## config.mk

```make
export PLATFORM = sky130hd
export DESIGN_NAME = bcd_alarm_matcher
export DESIGN_NICKNAME = d
export VERILOG_FILES = /design/src/rtl/bcd_alarm_pkg.sv /design/src/rtl/bcd_field_cmp.sv /design/src/rtl/bcd_hour_cmp.sv /design/src/rtl/bcd_alarm_flag.sv /design/src/rtl/bcd_alarm_matcher.sv
export SDC_FILE = /design/constraint.sdc
export NUM_CORES = 1
export LEC_CHECK = 0
export ABC_CLOCK_PERIOD_IN_PS = 1100
export BUFFER_PORTS_ARGS = -buffer_cell sky130_fd_sc_hd__buf_2
export CAP_MARGIN = 10
export CORE_UTILIZATION = 35
export CTS_CLUSTER_SIZE = 40
export DETAILED_ROUTE_END_ITERATION = 10
export GPL_TIMING_DRIVEN = 0
export HOLD_SLACK_MARGIN = 0.1
export PLACE_DENSITY = 0.88
export SLEW_MARGIN = 20
export SYNTH_ARGS = -nofsm -noshare
export SYNTH_HDL_FRONTEND = slang
export SYNTH_SLANG_ARGS = --single-unit
```

## constraint.sdc

```tcl
create_clock -name clk -period 1.1 [get_ports clk]
set_input_delay 0.33 -clock clk [delete_from_list [all_inputs] [get_ports clk]]
set_output_delay 0.33 -clock clk [all_outputs]
set_load 0.05 [all_outputs]
```

## src/rtl/bcd_alarm_pkg.sv

```systemverilog
package bcd_alarm_pkg;

    localparam int WORD_W     = 32;
    localparam int NUM_FIELDS = 6;     // plain fields; hour handled separately

    // Plain field table: sec, min (time word); day, mon, year, wday (date word)
    localparam int FLD_LO   [NUM_FIELDS] = '{0, 8, 0, 8, 16, 28};
    localparam int FLD_W    [NUM_FIELDS] = '{7, 7, 6, 5, 8, 3};
    localparam int FLD_MSK  [NUM_FIELDS] = '{7, 15, 7, 15, 24, 31};
    localparam bit FLD_DATE [NUM_FIELDS] = '{1'b0, 1'b0, 1'b1, 1'b1, 1'b1, 1'b1};

    localparam int HR_LO  = 16;
    localparam int HR_W   = 6;
    localparam int HR_MSK = 23;
    localparam int HOD_W  = 6;         // width of a binary hour of day
    localparam int NUM_HITS = NUM_FIELDS + 1;

    typedef struct packed {
        logic flag;
    } flag_state_t;

    // Turn a BCD hour field into a binary hour of day 0..23
    function automatic logic [HOD_W-1:0] hour_of_day(input logic [HR_W-1:0] f,
                                                     input logic mode24);
        logic [HOD_W-1:0] tens;
        logic [HOD_W-1:0] h;
        if (mode24) tens = {{(HOD_W-2){1'b0}}, f[5:4]};
        else        tens = {{(HOD_W-1){1'b0}}, f[4]};
        h = (tens << 3) + (tens << 1) + {{(HOD_W-4){1'b0}}, f[3:0]};
        if (!mode24) begin
            if (h == HOD_W'(12)) h = '0;
            if (f[5])            h = h + HOD_W'(12);
        end
        return h;
    endfunction

endpackage

```

## src/rtl/bcd_field_cmp.sv

```systemverilog
module bcd_field_cmp #(
    parameter int W = 4
) (
    input  logic [W-1:0] alarm_i,
    input  logic [W-1:0] now_i,
    input  logic         mask_i,
    output logic         hit_o
);
    always_comb begin
        hit_o = mask_i || (alarm_i == now_i);
    end
endmodule

```

## src/rtl/bcd_hour_cmp.sv

```systemverilog
module bcd_hour_cmp
    import bcd_alarm_pkg::*;
(
    input  logic [HR_W-1:0] alarm_i,
    input  logic [HR_W-1:0] now_i,
    input  logic            mask_i,
    input  logic            mode24_i,
    output logic            hit_o
);
    logic [HOD_W-1:0] alarm_hod;
    logic [HOD_W-1:0] now_hod;

    always_comb begin
        alarm_hod = hour_of_day(alarm_i, mode24_i);
        now_hod   = hour_of_day(now_i, mode24_i);
        hit_o     = mask_i || (alarm_hod == now_hod);
    end
endmodule

```

## src/rtl/bcd_alarm_flag.sv

```systemverilog
module bcd_alarm_flag
    import bcd_alarm_pkg::*;
(
    input  logic clk,
    input  logic rst_n,
    input  logic tick_i,
    input  logic match_i,
    input  logic clr_i,
    input  logic irq_en_i,
    output logic flag_o,
    output logic irq_o
);
    flag_state_t st_d, st_q;

    always_comb begin
        st_d = st_q;
        if (clr_i)              st_d.flag = 1'b0;
        if (tick_i && match_i)  st_d.flag = 1'b1;   // a new event wins over a clear
    end

    always_ff @(posedge clk or negedge rst_n) begin
        if (!rst_n) st_q <= '0;
        else        st_q <= st_d;
    end

    always_comb begin
        flag_o = st_q.flag;
        irq_o  = st_q.flag && irq_en_i;
    end
endmodule

```

## src/rtl/bcd_alarm_matcher.sv

```systemverilog
module bcd_alarm_matcher
    import bcd_alarm_pkg::*;
#(
    parameter int WORD_W_P = WORD_W
) (
    input  logic                clk,
    input  logic                rst_n,
    input  logic                tick_i,
    input  logic                mode24_i,
    input  logic [WORD_W_P-1:0] now_time_i,
    input  logic [WORD_W_P-1:0] now_date_i,
    input  logic [WORD_W_P-1:0] alm_time_i,
    input  logic [WORD_W_P-1:0] alm_date_i,
    input  logic                irq_en_i,
    input  logic                ack_wr_i,
    input  logic                ack_data_i,
    output logic                alarm_flag_o,
    output logic                alarm_irq_o
);
    logic [NUM_HITS-1:0] hits;
    logic                match;
    logic                clr;
    logic                unused_bits;

    for (genvar g = 0; g < NUM_FIELDS; g++) begin : g_fld
        logic [FLD_W[g]-1:0] a_f;
        logic [FLD_W[g]-1:0] n_f;
        logic                m_f;
        if (FLD_DATE[g]) begin : g_date
            assign a_f = alm_date_i[FLD_LO[g] +: FLD_W[g]];
            assign n_f = now_date_i[FLD_LO[g] +: FLD_W[g]];
            assign m_f = alm_date_i[FLD_MSK[g]];
        end else begin : g_time
            assign a_f = alm_time_i[FLD_LO[g] +: FLD_W[g]];
            assign n_f = now_time_i[FLD_LO[g] +: FLD_W[g]];
            assign m_f = alm_time_i[FLD_MSK[g]];
        end
        bcd_field_cmp #(.W(FLD_W[g])) u_cmp (
            .alarm_i (a_f),
            .now_i   (n_f),
            .mask_i  (m_f),
            .hit_o   (hits[g])
        );
    end

    bcd_hour_cmp u_hour (
        .alarm_i  (alm_time_i[HR_LO +: HR_W]),
        .now_i    (now_time_i[HR_LO +: HR_W]),
        .mask_i   (alm_time_i[HR_MSK]),
        .mode24_i (mode24_i),
        .hit_o    (hits[NUM_HITS-1])
    );

    always_comb begin
        match       = &hits;
        clr         = ack_wr_i && ack_data_i;
        unused_bits = ^{now_time_i, now_date_i, alm_time_i, alm_date_i};
    end

    bcd_alarm_flag u_flag (
        .clk      (clk),
        .rst_n    (rst_n),
        .tick_i   (tick_i),
        .match_i  (match),
        .clr_i    (clr),
        .irq_en_i (irq_en_i),
        .flag_o   (alarm_flag_o),
        .irq_o    (alarm_irq_o)
    );
endmodule

```

==> out/metrics.yaml, run 1 <==
status: "complete, but fails checks"
violations: "DRC, setup timing"
hold_buffers: 0
synth_cell_type_count: 34
worst-slew-pin-transition_ns: 0.407
peakVddDrop_mv: 0.308
crit_path_end_kind: "register"
final_common_cell: "buf_2"
synth_area_per_cell_sq_um: 8.09
io_buffers: 99
drc: 20
placed_cells: 260
crit_path_top_delay_cell: "fa_2"
largest_register_ffs: 1
crit_fanout: 4
slew-limit-headroom_pct: 72.6
cp.arrival_ns: 2.67
min_period_over_period_pct: 251
viasPerCell: 4.96
syn_inst: 130
finalNonFillerCells: 281
p_leak_uw: 0.000903
clock-skew-final_ns: 0
max_stage_delay_ns: 0.48
antenna_found_initial: 0
n_fill_cell: 240
hold_viol_final: 0
most-common-layout-cells: "buf_2, xnor2_1, buf_4"
yosys_warnings: 0
grt_max_degree: 7
ant_nets: 0
die_area_sq_mm: 0.00323
period_minus_slack_ns: 2.76
path_clk_slew_ns: 0
layout-drive-gt1-share_pct: 58.8
grt_use_total_pct: 19.1
timing.final.ws_setup_ns: -1.66
multi_input_area_sq_mm: 0.00110
finalPower_uw: 968
whs_ns: 0.105
slew_viol_final: 0
fmax_mhz: 362
required_ns: 1.01
max_cap_viol_count: 0
row_count: 19
antennaDiodeCount: 0
first_iter_violations: 60
regArea_sq_um: 25.0
setup_viol: 1
syn_area_sq_mm: 0.00105
wl_per_cell_um: 12.0
rsz0062_at_grt: "yes"
grt_pass1_wl_mm: 5.09
hpwl_mm: 2.62
chipWidth_um: 56.8
synth_nets: 275
die_height_um: 56.8
clk_latency_ns: 0
cp.buffers_inverters: 3
ys_ff_latch: 1
wirelength_mm: 3.37
start_util_pct: 37.5
power.density_mw_per_mm2: 512
critPathKind: "input pin to register"
grt_pass1_vias: 1310
yosysSeqAreaShare_pct: 2.38
cp_cell_sequence: "buf_2 -> ha_4 -> inv_2 -> fa_2 -> nor4_4 -> nand3_2 -> nand2b_1 -> ha_2 -> buf_4 -> a21oi_1 -> o22ai_1 -> xnor2_1 -> nand4_1 -> o31ai_2"
setup.worst_path.start_class: "input pin"
boundaryPins: 137
routed-via-count: 1395
routabilityCongestion: 0.809
critical_path.top_delay_family: "adder cells"
drtPass1Iterations: 7
final_nets: 397
overflow: 0
placeableCoreArea_sq_mm: 0.00281
min_path_type: "input pin to asynchronous set/reset pin"
syn_to_final_growth_pct: 79.9
[cell type report]
cell class | count | area share [%]
multi-input combinational | 121 | 58.2
sequential | 1 | 1.32
timing repair buffer | 120 | 36.0
tap | 31 | 2.05
inverter | 8 | 2.51
[power breakdown]
group	total, uW	internal (uW)	switching, uW
logic	929	519	411
registers	39.0	38.3	0.659
clock network	0	0	0
total	968	557	411
[cell usage after synthesis]
library cell  number  area [sq um]
o311ai_2           1          16.3
fa_1               2          40.0
nor4_1             4          25.0
a21o_1             4          30.0
nand4_1            5          31.3
and2_1             1          6.26
o22ai_2            1          12.5
o21ai_0            3          15.0
nor2_1             5          18.8
inv_2              1          3.75
xor2_1            16           140
nand3_1            2          10.0
o22ai_1            3          18.8
nand2_1            8          30.0
inv_1              6          22.5
nand2b_1           4          25.0
clkinv_1           1          3.75
a31oi_1            3          18.8
dfrtp_1            1          25.0
o31ai_2            1          12.5
nor3_1             2          10.0
nor4_4             2          42.5
o21ai_1            2          10.0
nor2b_1            2          12.5
o221ai_1           1          8.76
xnor2_1           29           254
xor2_2             2          32.5
o211ai_1           1          7.51
a22oi_1            1          7.51
a21oi_2            3          26.3
a211o_1            2          17.5
a21boi_1           1          7.51
a21oi_1            2          10.0
ha_1               8           100
[kinds of logic (layout without fill, tap and decap cells)]
logic type | count (synthesis) | in the layout | synth area share, %
flops | 1 | 1 | 2.38
compound gates | 29 | 29 | 20.8
xor+xnor | 47 | 47 | 40.5
simple gates | 35 | 35 | 20.1
buf+inv | 8 | 128 | 2.85
fa+ha+maj | 10 | 10 | 13.3
[what timing repair did]
action                                  4_1_cts  5_1_grt
pin swaps                                    11       18
buffers inserted                             12       10
endpoints found under the setup margin        2        1
gates resized for setup                      13       10
[per-layer routing]
metal  up-vias  GRT usage (%)  routed length (um)
met5         -              0                   0
li1        706              -                   -
met4         0           2.09                  23
met3         2           2.53                 261
met2        61           41.0                1940
met1       626           19.5                1150
[worst reg2reg max path, delay by kind of cell, from the launching register on]
kind	cells	cell delay (ns)
flops	1	0.37
compound gates	2	0.31
[worst paths after layout]
path | from | endpoint | slack (ns) | cells after the start
min | rst_n | u_flag.flag_o | 0.10 | 1
min in group clk | u_flag.flag_o | u_flag.flag_o | 0.56 | 2
max reg2reg | u_flag.flag_o | u_flag.flag_o | 0.28 | 2
min reg2reg | u_flag.flag_o | u_flag.flag_o | 0.56 | 2
max | alm_time_i[20] | u_flag.flag_o | -1.66 | 14
max in group asynchronous | rst_n | u_flag.flag_o | 0.91 | 1
[through the flow]
stage / utilization [%] / instance area (sq um) / setup WS (ns) / setup TNS (ns)
3_5_place_dp: 58.3 / 1640 / -1.90 / -1.91
2_1_floorplan: - / 1100 / -1.41 / -1.64
4_1_cts: 63.2 / 1770 / -1.68 / -1.68
3_3_place_gp: 58.3 / 1640 / -1.89 / -1.89
5_1_grt: 67.5 / 1890 / -1.88 / -1.88
6_report: 67.5 / 1890 / -1.66 / -1.66
(Power assumes the default switching activity.)
==> inputs of run 2 (changes only) <==
--- a/config.mk
+++ b/config.mk
@@ -5,15 +5,16 @@
 export SDC_FILE = /design/constraint.sdc
 export NUM_CORES = 1
 export LEC_CHECK = 0
+export ABC_AREA = 1
 export ABC_CLOCK_PERIOD_IN_PS = 1100
 export BUFFER_PORTS_ARGS = -buffer_cell sky130_fd_sc_hd__buf_2
 export CAP_MARGIN = 10
-export CORE_UTILIZATION = 35
+export CORE_UTILIZATION = 36
 export CTS_CLUSTER_SIZE = 40
 export DETAILED_ROUTE_END_ITERATION = 10
 export GPL_TIMING_DRIVEN = 0
 export HOLD_SLACK_MARGIN = 0.1
-export PLACE_DENSITY = 0.88
+export PLACE_DENSITY = 0.87
 export SLEW_MARGIN = 20
 export SYNTH_ARGS = -nofsm -noshare
 export SYNTH_HDL_FRONTEND = slang
==> run 2 against run 1 <==
The flow finishes with violations (setup timing). Power decreased by 0.24%. Area after synthesis increased by 9.9%. Via count increased by 13%. Sequential power barely moved. Critical path type unchanged. Critical endpoint unchanged. Largest power group unchanged.
==> out/metrics.yaml, run 2 <==
status: "complete, but fails checks"
violations: "setup timing"
first_iter_violations: 51
synth_area_per_cell_sq_um: 6.12
grt_pass1_wl_mm: 5.59
chipWidth_um: 58.7
syn_inst: 189
drc: 0
syn_to_final_growth_pct: 74.1
required_ns: 1.03
peakVddDrop_mv: 0.304
hpwl_mm: 2.95
boundaryPins: 137
max_cap_viol_count: 0
min_path_type: "input pin to asynchronous set/reset pin"
crit_path_end_kind: "register"
final_nets: 450
synth_most_common_cell: "nand2_1"
overflow: 0
routabilityCongestion: 0.830
final_common_cell: "buf_2"
crit_fanout: 5
ys.flop_type: "dfrtp_1"
die_area_sq_mm: 0.00344
start_util_pct: 37.9
async_flop_share_pct: 100
final_util_pct: 65.9
routed-wl-met3_um: 107
crit_start: "alm_time_i[21]"
yosys.area.top_type_share_pct: 20.5
slew-limit-headroom_pct: 80.4
timing.final.ws_setup_ns: -1.58
synth-edff-count: 0
die_height_um: 58.7
rsz0062_at_grt: "yes"
top_layer: "met4"
period_minus_slack_ns: 2.68
ant_nets: 0
grt_max_degree: 9
min_period_over_period_pct: 244
wirelength_mm: 3.69
setup_viol: 1
drtPass1Iterations: 4
synth_common_cells: "nand2_1, inv_1, xnor2_1"
power.density_mw_per_mm2: 480
hold_viol_final: 0
viasPerCell: 4.56
fmax_mhz: 373
placed_cells: 331
row_count: 20
antennaDiodeCount: 0
cp.arrival_ns: 2.62
wl_met2_mm: 1.99
synth_cell_type_count: 29
largest_register_ffs: 1
yosysTopAreaCell: "xnor2_1"
n_fill_cell: 269
syn_area_sq_mm: 0.00116
dpl_cell_area_sq_mm: 0.00173
clock-skew-final_ns: 0
rrSetupSlack_ns: 0.49
wl_per_cell_um: 10.6
worst-slew-pin-transition_ns: 0.294
slew_viol_final: 0
rr_startpoint: "u_flag.flag_o"
yosysSeqAreaShare_pct: 2.16
fin_tns_setup_ns: -1.58
critPathKind: "input pin to register"
io_buffers: 98
synth_nets: 334
yosys_warnings: 0
setup.worst_path.start_class: "input pin"
placeableCoreArea_sq_mm: 0.00305
met1_length_mm: 1.54
routed-via-count: 1581
antenna_found_initial: 0
finalNonFillerCells: 347
place_ws_ns: -1.65
grt_pass1_vias: 1400
path_clk_slew_ns: 0
final_cell_area_sq_mm: 0.00201
p_leak_uw: 0.00109
synth.area.top_cells: "xnor2_1, nand2_1, inv_1"
ys_ff_latch: 1
layout-drive-gt1-share_pct: 49.8
most-common-layout-cells: "buf_2, nand2_1, inv_1, xnor2_1"
clk_latency_ns: 0
grt_use_total_pct: 20.4
## run 2: cell count changes after synthesis, moves of 4 or more
cell / before / now
inv_1: 6 / 27
xor2_1: 16 / 11
a21o_1: 4 / 0
nor2_1: 5 / 17
nand2b_1: 4 / 0
nand2_1: 8 / 49
nand3_1: 2 / 13
## run 2: cell families (layout without fill, tap and decap cells)
group | count (synthesis) | count (layout) | share of synthesized area, %
AND/OR/NAND/NOR | 97 | 97 | 37.1
XOR/XNOR | 39 | 39 | 30.2
buffers and inverters | 28 | 142 | 9.74
AO/OA/AOI/OAI | 14 | 14 | 8.66
adder cells (fa/ha/maj) | 10 | 10 | 12.1
flip-flops | 1 | 1 | 2.16
## run 2: final cells by class
type                       count  area [sq um]  area share [%]
timing repair buffer         114           639            31.8
buffer                         1          15.0           0.746
sequential                     1          25.0            1.24
inverter                      27           101            5.03
tap                           44          55.1            2.73
multi-input combinational    160          1180            58.5
## run 2: layer usage
layer | up-vias | global-route usage [%]
li1 | 827 | -
met1 | 705 | 24.2
met2 | 43 | 40.6
met3 | 6 | 0.879
met4 | 0 | 3.74
met5 | - | 0
## run 2: final timing paths
| check | to | depth (start not counted) |
|---|---|---|
| max | u_flag.flag_o | 23 |
| min reg2reg | u_flag.flag_o | 2 |
| min | u_flag.flag_o | 1 |
| min in group clk | u_flag.flag_o | 2 |
| max in group asynchronous | u_flag.flag_o | 1 |
| max reg2reg | u_flag.flag_o | 2 |
## run 2: critical path, stage by stage
cell and delay, ns:
buf_2 0.15, nand2_8 0.08, fa_2 0.42, inv_2 0.08, nand2_2 0.05, a21oi_4 0.15
nor2_2 0.07, buf_4 0.13, buf_4 0.12, buf_4 0.12, buf_4 0.11, buf_4 0.13
nand3_2 0.06, nand2_1 0.05, nand2_1 0.05, nand2_1 0.06, nand2_1 0.06, nand2_1 0.05
nor2_1 0.09, nand3_1 0.07, nand2_1 0.07, nand2_1 0.05, nand2_1 0.05
## run 2: where the power goes
part | switching [uW] | total [uW] | leakage [uW] | internal [uW]
clock | 0 | 0 | 0 | 0
sequential | 0.529 | 38.8 | 0.0000139 | 38.3
combinational | 443 | 927 | 0.00108 | 484
total | 444 | 966 | 0.00109 | 522
## run 2: timing repair
action,4_1_cts,5_1_grt
gates resized for setup,21,13
pin swaps,16,16
hold buffers,0,0
setup endpoints to repair,1,1
buffers inserted,15,1
## run 2: metrics by stage
step	power (uW)	hold WS [ns]
global route	1070	0.115
detailed placement	791	0.107
global placement	765	0.106
CTS	902	0.107
finish	966	0.106
floorplan	518	0.0344
==> inputs of run 3 (changes only) <==
--- a/config.mk
+++ b/config.mk
@@ -9,7 +9,7 @@
 export ABC_CLOCK_PERIOD_IN_PS = 1100
 export BUFFER_PORTS_ARGS = -buffer_cell sky130_fd_sc_hd__buf_2
 export CAP_MARGIN = 10
-export CORE_UTILIZATION = 36
+export CORE_UTILIZATION = 41
 export CTS_CLUSTER_SIZE = 40
 export DETAILED_ROUTE_END_ITERATION = 10
 export GPL_TIMING_DRIVEN = 0
@@ -18,4 +18,5 @@
 export SLEW_MARGIN = 20
 export SYNTH_ARGS = -nofsm -noshare
 export SYNTH_HDL_FRONTEND = slang
+export SYNTH_HIERARCHICAL = 1
 export SYNTH_SLANG_ARGS = --single-unit
==> run 3 against run 2 <==
Sequential share of layout area fell by 0.13 points. Cell count rose by 35%. Global-route usage is 2.6 points lower. Maximum frequency down 7.2%. Worst hold slack hardly changed. The flow still finishes with violations (setup timing). Highest routed layer is now met3.
==> out/metrics.yaml, run 3 <==
viasPerCell: 4.32
power.density_mw_per_mm2: 438
layout-drive-gt1-share_pct: 34.4
synth_most_common_cell: "nand2_1"
rr_startpoint: "u_flag/flag_o"
async_flop_share_pct: 100
share_clk_of_total_power_pct: 0
peakVddDrop_mv: 0.189
critPathKind: "input pin to register"
wl_per_cell_um: 8.16
synth_common_cells: "nand2_1, inv_1, nor2_1"
slew_viol_final: 0
drc: 0
combPwrFrac_pct: 96.1
timing.rr.end: "u_flag/flag_o"
hold_viol_final: 0
synth-xor-area-share_pct: 10.3
wirelength_mm: 3.82
ys.flop_type: "dfrtp_1"
yosys-mux-area-fraction_pct: 0
chipWidth_um: 62.7
status: "complete, but fails checks"
p_seq_share_pct: 3.9
clock-skew-final_ns: 0
first_iter_violations: 51
grt_max_degree: 8
antenna_found_initial: 0
clk_latency_ns: 0
whs_ns: 0.106
min_period_over_period_pct: 263
overflow: 0
synth_compound_area_share_pct: 4.47
fin_tns_setup_ns: -1.79
place_ws_ns: -1.82
fmax_mhz: 346
yosys.area.top_type_share_pct: 34.3
row_count: 21
synth_nets: 463
required_ns: 1.03
swShare_pct: 49.9
grt_use_total_pct: 17.8
drtPass1Iterations: 4
rsz0062_at_grt: "yes"
boundaryPins: 137
path_clk_slew_ns: 0
timing.final.ws_setup_ns: -1.79
final_common_cell: "nand2_1"
p_leak_uw: 0.00155
antennaDiodeCount: 0
max_cap_viol_count: 0
start_util_pct: 43.9
finalPower_uw: 986
yosys_warnings: 6
ys_ff_latch: 1
routed-via-count: 2022
setup_viol: 1
endpoint: "u_flag/flag_o"
yosys.area_share.simple_pct: 52.5
synth_cell_type_count: 20
p_sw_uw: 492
grt_pass1_wl_mm: 6.02
syn_to_final_growth_pct: 49.0
cp.arrival_ns: 2.83
synth_top_family_by_area: "simple AND/OR/NAND/NOR gates"
crit_fanout: 3
final_nets: 569
ant_nets: 0
violations: "setup timing"
most-common-layout-cells: "nand2_1, buf_2, inv_1"
crit_path_end_kind: "register"
setup.worst_path.start_class: "input pin"
grt_pass1_vias: 1683
die_area_sq_mm: 0.00393
syn_inst: 318
die_height_um: 62.7
routabilityCongestion: 0.800
worst-slew-pin-transition_ns: 0.310
synthAdderAreaFrac_pct: 9.28
r2r_cells: 2
crit_start: "now_time_i[20]"
synth_area_per_cell_sq_um: 4.75
rrSetupSlack_ns: 0.49
io_buffers: 99
yosysTopAreaCell: "nand2_1"
placeableCoreArea_sq_mm: 0.00344
internal_power_uw: 494
period_minus_slack_ns: 2.89
n_fill_cell: 326
hpwl_mm: 3.30
largest_register_ffs: 1
synth-edff-count: 0
min_path_type: "input pin to asynchronous set/reset pin"
slew-limit-headroom_pct: 79.3
synth.area.top_cells: "nand2_1, inv_1, ha_1"
syn_area_sq_mm: 0.00151
yosysSeqAreaShare_pct: 1.66
[run 3: cell types whose count changed in the layout (fill, tap and decap cells not counted), sizes merged, moves of 3 or more]
| cell | previous run | this run |
|---|---|---|
| nor2 | 18 | 24 |
| xor2 | 11 | 4 |
| nand3 | 13 | 16 |
| nand2 | 52 | 148 |
| buf | 115 | 104 |
| a21oi | 4 | 9 |
| xnor2 | 28 | 12 |
| nand4 | 4 | 0 |
| inv | 27 | 85 |
[run 3: how the worst min path moves through the flow]
stage | from | end | slack [ns]
after floorplan | rst_n | u_flag/flag_o | 0.03
after global placement | rst_n | u_flag/flag_o | 0.10
after detailed placement | rst_n | u_flag/flag_o | 0.11
after CTS | rst_n | u_flag/flag_o | 0.11
after global routing | rst_n | u_flag/flag_o | 0.11
final | rst_n | u_flag/flag_o | 0.11
[run 3: per-stage QoR]
step	instance area (sq um)	std cells	utilization (%)
final	2250	468	65.4
after global routing	2250	468	65.4
after CTS	2150	464	62.4
after detailed placement	2100	463	61.1
after global placement	2100	463	61.1
after floorplan	1550	318	-
[run 3: cell families after synthesis]
kind of cell	count (synthesis)
xor+xnor	16
fa+ha+maj	10
flops	1
buf+inv	87
simple gates	192
compound gates	12
[run 3: area by class of cell]
cell class / instances / area [sq um] / area share [%]
multi-input cells: 230 / 1270 / 56.5
repair buffers: 104 / 567 / 25.2
inverters: 87 / 329 / 14.6
well taps: 46 / 57.6 / 2.56
flip-flops and latches: 1 / 25.0 / 1.11
[run 3: metal layers]
| layer | vias to the layer above | routed length [um] | part of all wire (%) | track usage (%) |
|---|---|---|---|---|
| li1 | 1117 | - | - | - |
| met5 | - | 0 | 0 | 0 |
| met1 | 833 | 1480 | 39 | 18.6 |
| met4 | 0 | 0 | 0 | 2.03 |
| met2 | 72 | 2150 | 56 | 38.5 |
| met3 | 0 | 188 | 4.9 | 0.912 |
[run 3: power groups by stage]
stage                     combinational (uW)  sequential (uW)  clock, uW
after floorplan                          539             41.5          0
after global placement                   802             38.9          0
after detailed placement                 837             38.9          0
after CTS                                873             38.9          0
after global routing                    1070             39.1          0
final                                    947             38.9          0
[run 3: worst max-delay path: stages]
cell and delay, ns:
buf_6 0.10, ha_4 0.15, inv_2 0.06, fa_2 0.45, nor3_2 0.16, nand2_1 0.09
nor2_2 0.13, nand2_2 0.11, nand2_4 0.10, ha_4 0.13, o21ai_2 0.06, xor2_1 0.18
o21ai_1 0.10, a21oi_1 0.12, nand2_1 0.06, nor2_1 0.10, nand2_1 0.06, nand2_1 0.07
nand3_2 0.07, nor2_2 0.10, nand2_1 0.05, nand2_1 0.04
[run 3: what timing repair did]
item                                    in CTS  in global routing
buffers inserted                             1                  4
pin swaps                                    6                 27
hold buffers                                 0                  0
endpoints found under the setup margin       1                  1
gates resized for setup                      9                 18
endpoints found under the hold margin        0                  0
